===== config.mk =====
export PLATFORM = sky130hd
export DESIGN_NAME = nbt_sram
export DESIGN_NICKNAME = d
export VERILOG_FILES = /design/src/rtl/nbt_pkg.sv /design/src/rtl/nbt_burst_ctrl.sv /design/src/rtl/nbt_lane_array.sv /design/src/rtl/nbt_sram.sv
export SDC_FILE = /design/constraint.sdc
export NUM_CORES = 2
export LEC_CHECK = 0
export BUFFER_PORTS_ARGS = -buffer_cell sky130_fd_sc_hd__buf_4
export CORE_MARGIN = 2
export CORE_UTILIZATION = 50
export DETAILED_ROUTE_END_ITERATION = 10
export GPL_TIMING_DRIVEN = 0
export HOLD_SLACK_MARGIN = 0.02
export PLACE_DENSITY = 0.7
export SLEW_MARGIN = 0
export SYNTH_ARGS = -nofsm -noshare
export SYNTH_HDL_FRONTEND = slang
export SYNTH_MEMORY_MAX_BITS = 65536
export SYNTH_SLANG_ARGS = --single-unit

===== constraint.sdc =====
create_clock -name clk -period 2.9 [get_ports clk]
set_clock_uncertainty 0.15 [all_clocks]
set_input_delay 0.58 -clock clk [delete_from_list [all_inputs] [get_ports clk]]
set_output_delay 0.58 -clock clk [all_outputs]
set_load 0.02 [all_outputs]

===== src/rtl/nbt_pkg.sv =====
package nbt_pkg;

    typedef enum logic [1:0] {
        OP_DESEL = 2'd0,
        OP_READ  = 2'd1,
        OP_WRITE = 2'd2
    } op_e;

    // two low address bits of burst beat cnt starting at start
    function automatic logic [1:0] burst_low(input logic [1:0] start,
                                             input logic [1:0] cnt,
                                             input logic       ileave);
        return ileave ? (start ^ cnt) : (start + cnt);
    endfunction

endpackage


===== src/rtl/nbt_burst_ctrl.sv =====
module nbt_burst_ctrl
    import nbt_pkg::*;
#(
    parameter int ADDR_W = 6
) (
    input  logic              clk,
    input  logic              rst_n,
    input  logic              adv,
    input  logic              sel,
    input  logic              wr_n,
    input  logic              ileave,
    input  logic [ADDR_W-1:0] addr,
    output op_e               op_q,
    output logic [ADDR_W-1:0] addr_q
);

    logic [ADDR_W-1:0] base_q;
    logic [1:0]        cnt_q;
    logic [1:0]        cnt_nx;
    op_e               op_nx;
    logic [ADDR_W-1:0] addr_nx;

    // next-state logic: LOAD_RD / LOAD_WR / LOAD_OFF when adv low, ADVANCE otherwise
    always_comb begin
        cnt_nx = cnt_q + 2'd1;
        if (!adv) begin
            if (!sel)      op_nx = OP_DESEL;
            else if (wr_n) op_nx = OP_READ;
            else           op_nx = OP_WRITE;
            addr_nx = addr;
        end else begin
            unique case (op_q)
                OP_DESEL: op_nx = OP_DESEL;
                OP_READ:  op_nx = OP_READ;
                OP_WRITE: op_nx = OP_WRITE;
                default:  op_nx = OP_DESEL;
            endcase
            addr_nx = {base_q[ADDR_W-1:2], burst_low(base_q[1:0], cnt_nx, ileave)};
        end
    end

    // state register
    always_ff @(posedge clk) begin
        if (!rst_n) begin
            op_q   <= OP_DESEL;
            addr_q <= '0;
            base_q <= '0;
            cnt_q  <= '0;
        end else begin
            op_q   <= op_nx;
            addr_q <= addr_nx;
            if (!adv) begin
                base_q <= addr;
                cnt_q  <= '0;
            end else begin
                cnt_q  <= cnt_nx;
            end
        end
    end

    a_r7_adv_holds_op: assert property (@(posedge clk) disable iff (!rst_n)
        adv |=> (op_q == $past(op_q)));

    a_r4_adv_keeps_group: assert property (@(posedge clk) disable iff (!rst_n)
        adv |=> (addr_q[ADDR_W-1:2] == $past(addr_q[ADDR_W-1:2])));

    a_r6_off_load_desel: assert property (@(posedge clk) disable iff (!rst_n)
        (!adv && !sel) |=> (op_q == OP_DESEL));

endmodule


===== src/rtl/nbt_lane_array.sv =====
module nbt_lane_array #(
    parameter int ADDR_W = 6,
    parameter int LANES  = 8,
    parameter int LANE_W = 9
) (
    input  logic                      clk,
    input  logic [ADDR_W-1:0]         rd_addr,
    output logic [LANES*LANE_W-1:0]   rd_q,
    input  logic                      wr_en,
    input  logic [ADDR_W-1:0]         wr_addr,
    input  logic [LANES-1:0]          wr_lane,
    input  logic [LANES*LANE_W-1:0]   wr_data
);

    localparam int DEPTH = 1 << ADDR_W;

    for (genvar g = 0; g < LANES; g++) begin : g_lane
        logic [LANE_W-1:0] mem [DEPTH];
        logic [LANE_W-1:0] lane_q;

        always_ff @(posedge clk) begin
            if (wr_en && wr_lane[g]) begin
                mem[wr_addr] <= wr_data[g*LANE_W +: LANE_W];
            end
            lane_q <= mem[rd_addr];
        end

        assign rd_q[g*LANE_W +: LANE_W] = lane_q;
    end

endmodule


===== src/rtl/nbt_sram.sv =====
module nbt_sram
    import nbt_pkg::*;
#(
    parameter int ADDR_W = 6,
    parameter int LANES  = 8,
    parameter int LANE_W = 9
) (
    input  logic                     clk,
    input  logic                     rst_n,
    input  logic [ADDR_W-1:0]        addr,
    input  logic                     adv,
    input  logic                     we_n,
    input  logic [LANES-1:0]         lane_we_n,
    input  logic                     ce0_n,
    input  logic                     ce1,
    input  logic                     ce2,
    input  logic                     ce1_pol,
    input  logic                     ce2_pol,
    input  logic                     burst_ileave,
    input  logic [LANES*LANE_W-1:0]  wdata,
    output logic [LANES*LANE_W-1:0]  rdata,
    output logic                     rvalid
);

    localparam int DATA_W = LANES * LANE_W;

    logic              sel;
    op_e               s1_op;
    logic [ADDR_W-1:0] s1_addr;
    logic [LANES-1:0]  s1_lane_n;
    op_e               s2_op;
    logic [ADDR_W-1:0] s2_addr;
    logic [LANES-1:0]  s2_lane_n;
    logic [DATA_W-1:0] arr_q;
    logic              byp_hit_q;
    logic [DATA_W-1:0] byp_data_q;
    logic [LANES-1:0]  byp_lane_n_q;
    logic [DATA_W-1:0] merged;

    assign sel = !ce0_n && (ce1 == ce1_pol) && (ce2 == ce2_pol);

    nbt_burst_ctrl #(.ADDR_W(ADDR_W)) u_ctrl (
        .clk    (clk),
        .rst_n  (rst_n),
        .adv    (adv),
        .sel    (sel),
        .wr_n   (we_n),
        .ileave (burst_ileave),
        .addr   (addr),
        .op_q   (s1_op),
        .addr_q (s1_addr)
    );

    nbt_lane_array #(.ADDR_W(ADDR_W), .LANES(LANES), .LANE_W(LANE_W)) u_array (
        .clk     (clk),
        .rd_addr (s1_addr),
        .rd_q    (arr_q),
        .wr_en   (s2_op == OP_WRITE),
        .wr_addr (s2_addr),
        .wr_lane (~s2_lane_n),
        .wr_data (wdata)
    );

    // pipeline stage two and pending-write capture
    always_ff @(posedge clk) begin
        if (!rst_n) begin
            s1_lane_n    <= '1;
            s2_op        <= OP_DESEL;
            s2_addr      <= '0;
            s2_lane_n    <= '1;
            byp_hit_q    <= 1'b0;
            byp_data_q   <= '0;
            byp_lane_n_q <= '1;
        end else begin
            s1_lane_n    <= lane_we_n;
            s2_op        <= s1_op;
            s2_addr      <= s1_addr;
            s2_lane_n    <= s1_lane_n;
            byp_hit_q    <= (s1_op == OP_READ) && (s2_op == OP_WRITE) && (s1_addr == s2_addr);
            byp_data_q   <= wdata;
            byp_lane_n_q <= s2_lane_n;
        end
    end

    always_comb begin
        for (int g = 0; g < LANES; g++) begin
            merged[g*LANE_W +: LANE_W] = (byp_hit_q && !byp_lane_n_q[g])
                                       ? byp_data_q[g*LANE_W +: LANE_W]
                                       : arr_q[g*LANE_W +: LANE_W];
        end
    end

    // output register
    always_ff @(posedge clk) begin
        if (!rst_n) begin
            rvalid <= 1'b0;
            rdata  <= '0;
        end else if (s2_op == OP_READ) begin
            rvalid <= 1'b1;
            rdata  <= merged;
        end else begin
            rvalid <= 1'b0;
            rdata  <= '0;
        end
    end

    a_r2_read_gives_valid: assert property (@(posedge clk) disable iff (!rst_n)
        (s2_op == OP_READ) |=> rvalid);

    a_r10_idle_zero: assert property (@(posedge clk) disable iff (!rst_n)
        !rvalid |-> (rdata == '0));

    a_r9_hit_is_read: assert property (@(posedge clk) disable iff (!rst_n)
        byp_hit_q |-> (s2_op == OP_READ));

endmodule


==> results.py <==
metrics = {
    "sta": {
        "rsz0062_at_grt": "yes",
        "period_share_pct": 110,
        "fin_tns_setup_ns": -199.76,
        "max_freq_mhz": 313,
        "fin_ws_ns": -0.298,
        "finalSetupViolCount": 2422,
        "worst_slew_pin_slew_ns": 1.33,
        "maxSlewHeadroom_pct": 11.3,
        "finalHoldViolCount": 0,
        "period_needed_ns": 3.20,
        "final_max_slew_viol_count": 0,
    },
    "synth": {
        "synth_nets": 8703,
        "synth_compound_area_share_pct": 2.37,
        "synth_xor_area_share_pct": 0.0524,
        "synthSimpleGateAreaFrac_pct": 2.68,
        "synth_ff_type": "edfxtp_1",
        "synthDistinctLibCells": 48,
        "ys_warn_count": 0,
        "ys_ff_latch": 4874,
        "synth_top_family_by_area": "multiplexers",
        "post_synth.cell_area_avg_um2": 21.4,
        "synthMuxAreaShare_pct": 15.5,
        "synth_fa_ha_area_share_pct": 0.00680,
        "netlist_area_mm2": 0.184,
        "ys_seq_area_share_pct": 78.1,
        "postSynthCellCount": 8606,
        "synth_edf_count": 4608,
        "async_reset_ff_share_pct": 0,
    },
    "placement": {
        "dpl.hpwl_um": 415000,
        "dp_cells": 13600,
        "finalWeightedCongestion": 1.01,
        "placed_area_mm2": 0.192,
        "numPortBuffers": 166,
    },
    "clock_tree": {
        "cts_sinks": 4874,
        "path_clk_slew_ns": 0.07,
        "clock_latency_ns": 1.03,
        "cts_made_buffers": 461,
        "clock_path_buffers": 4,
        "clockRootBuffer": "clkbuf_16",
        "cts_tree": "built",
        "h-tree-depth": 5,
    },
    "detailed_routing": {
        "vias": 98800,
        "drt_iter0_drc": 18000,
        "drtAntennaViolNets": 0,
        "routed_wl_um": 594000,
        "wire_per_inst_um": 40.6,
        "first_pass_iters": 9,
        "vias_per_cell": 6.75,
        "drc_errors": 0,
    },
    "setup_path": {
        "critPathMaxStageDelay_ns": 0.69,
        "path_depth": 4,
        "path_delay_family": "simple AND/OR/NAND/NOR gates",
        "path_cells": "nand2_1 > nor2_2 > nand2_2 > nor2_2",
        "crit_type": "register to register",
        "crit_buf_inv": 0,
        "reg2reg_from": "s2_addr[5]$_SDFF_PN0_",
        "worstPathArrival_ns": 3.67,
        "cp-end-kind": "register",
        "crit_path_start_kind": "register",
        "r2r_end": "u_array.g_lane[5].mem[50][3]$_DFFE_PP_",
        "reg2reg_slack_ns": -0.30,
        "worstRegToRegCells": 4,
        "cpMostUsedCell": "nor2_2",
        "worst-endpoint-required_ns": 3.37,
        "crit_fanout": 9,
        "slowest_stage": "dfxtp_2",
    },
    "hold_path": {
        "min_path_cells": 6,
        "hp-class": "primary input to register",
        "holdCritStartpoint": "burst_ileave",
        "hold-path-endpoint": "u_ctrl.addr_q[1]$_SDFF_PN0_",
    },
    "floorplanning": {
        "die_area_mm2": 0.373,
        "initial_utilization_pct": 50.3,
        "placementRows": 222,
        "fp.dieW_um": 611,
        "pin_count": 169,
        "die_y_um": 611,
        "core_area_mm2": 0.366,
    },
    "final_layout": {
        "final_core_util_pct": 59.0,
        "drive_gt1_share_pct": 34.9,
        "layout_commonest_cell": "edfxtp_1",
        "syn_to_final_growth_pct": 17.5,
        "fin_cells": 14600,
        "mostFrequentLayoutCells": "4608 x edfxtp_1, 1140 x mux4_2, 474 x nor2_4",
        "stdcell_area_mm2": 0.216,
        "nNetsFinal": 9511,
    },
    "outcome": {
        "status": "finished, violations left",
        "violations": "setup timing",
    },
    "global_routing": {
        "grt_start_max_net_pins": 66,
        "grt_use_total_pct": 31.5,
        "overflow": 0,
        "grtUsageMet1_pct": 40.5,
        "busiest_layer": "met2",
        "gr-usage-met2_pct": 46.2,
        "grt_pass1_wl_um": 791000,
        "grt_pass1_vias": 95000,
        "use_met3_pct": 11.6,
        "antenna_found_initial": 40,
    },
    "power": {
        "vdd_drop_max_v": 0.000627,
        "p_leak_nw": 65.8,
        "power_density_mw_per_mm2": 685,
        "power.total_w": 0.148,
    },
    "job": {
        "max_cap_violations": 0,
    },
}
synth_stat cells (42+ instances only):
library cell | n | area (um^2)
a21oi_1 | 140 | 701
a221o_1 | 42 | 420
a22oi_1 | 61 | 458
and2_1 | 83 | 519
buf_1 | 73 | 274
buf_2 | 145 | 726
buf_4 | 62 | 465
clkbuf_1 | 231 | 867
dfxtp_1 | 266 | 5330
edfxtp_1 | 4608 | 138000
mux2_2 | 73 | 822
mux2i_1 | 197 | 1970
mux4_2 | 1140 | 25700
nand2_1 | 298 | 1120
nand2b_1 | 47 | 294
nor2_1 | 583 | 2190
nor4_1 | 62 | 388
o211ai_1 | 54 | 405
o22ai_1 | 253 | 1580
layout make-up:
class                      instances  area (um^2)
clock inverter                   277         2360
multi-input combinational       3210        43900
sequential                      4874       144000
buffer                           508         4620
tap                             4816         6030
antenna                           15         37.5
fill                           25100       150000
inverter                           3         11.3
timing repair buffer             356         3280
clock buffer                     575        12200
what timing repair did:
action / in CTS / in global routing
endpoints found under the setup margin: 4729 / 4033
resized for setup: 1753 / 486
hold buffers: 90 / 0
setup buffers: 52 / 14
hold endpoints to repair: 1893 / 0
gates cloned: 3 / 0
pin swaps: 46 / 30
per-stage QoR:
stage          setup WS, ns  hold WS, ns
3_5_place_dp          -2.42        0.253
4_1_cts              -0.573       0.0233
6_report             -0.298       0.0602
2_1_floorplan         0.530        0.236
3_3_place_gp          -3.02        0.250
5_1_grt              -0.232        0.129
sequential cells by signal, summed over array words and instances (netlist names):
signal	count
s2_lane_n	8
s1_lane_n	8
u_ctrl.addr_q	6
s2_addr	6
s2_op	2
rdata	72
u_ctrl.op_q	2
rvalid	1
u_array.g_lane.lane_q	72
u_array.g_lane.mem	4608
u_ctrl.base_q	6
byp_data_q	72
byp_hit_q	1
byp_lane_n_q	8
u_ctrl.cnt_q	2
worst max path at each step:
stage,from,end,slack (ns)
2_1_floorplan,s2_addr[2]$_SDFF_PN0_,u_array.g_lane[0].mem[12][0]$_DFFE_PP_,0.53
3_3_place_gp,u_ctrl.addr_q[1]$_SDFF_PN0_,u_array.g_lane[6].lane_q[6]$_DFF_P_,-3.02
3_5_place_dp,u_ctrl.addr_q[1]$_SDFF_PN0_,u_array.g_lane[6].lane_q[6]$_DFF_P_,-2.42
5_1_grt,s2_op[1]$_SDFF_PN0_,u_array.g_lane[5].mem[51][2]$_DFFE_PP_,-0.23
6_report,s2_addr[5]$_SDFF_PN0_,u_array.g_lane[5].mem[50][3]$_DFFE_PP_,-0.30
4_1_cts,s2_addr[0]$_SDFF_PN0_,u_array.g_lane[1].mem[1][0]$_DFFE_PP_,-0.57
worst register-to-register path, stage by stage (launching register included):
cell and delay [ns]:
dfxtp_2 0.69, nand2_1 0.15, nor2_2 0.53, nand2_2 0.60
nor2_2 0.71
per-layer routing:
metal | share of wire (%) | vias to the layer above
met5 | 0.071 | -
met3 | 15 | 1514
li1 | - | 37400
met1 | 33 | 51300
met4 | 6.8 | 17
met2 | 45 | 8501
logic make-up after synthesis:
family | after synthesis
AOI/OAI and AO/OA | 650
muxes | 1410
xor gates and xnor gates | 11
buffers and inverters | 522
and+or+nand+nor | 1138
adders and majority gates | 1
DFF | 4874
report_power, final:
group	total, W	switching (W)	internal [W]	leakage [nW]
Sequential	0.0773	0.000138	0.0772	43.6
Combinational	0.0117	0.00767	0.00405	15.1
Clock	0.0590	0.0266	0.0324	7.10
Note: power is estimated with default switching activity, not from simulation.
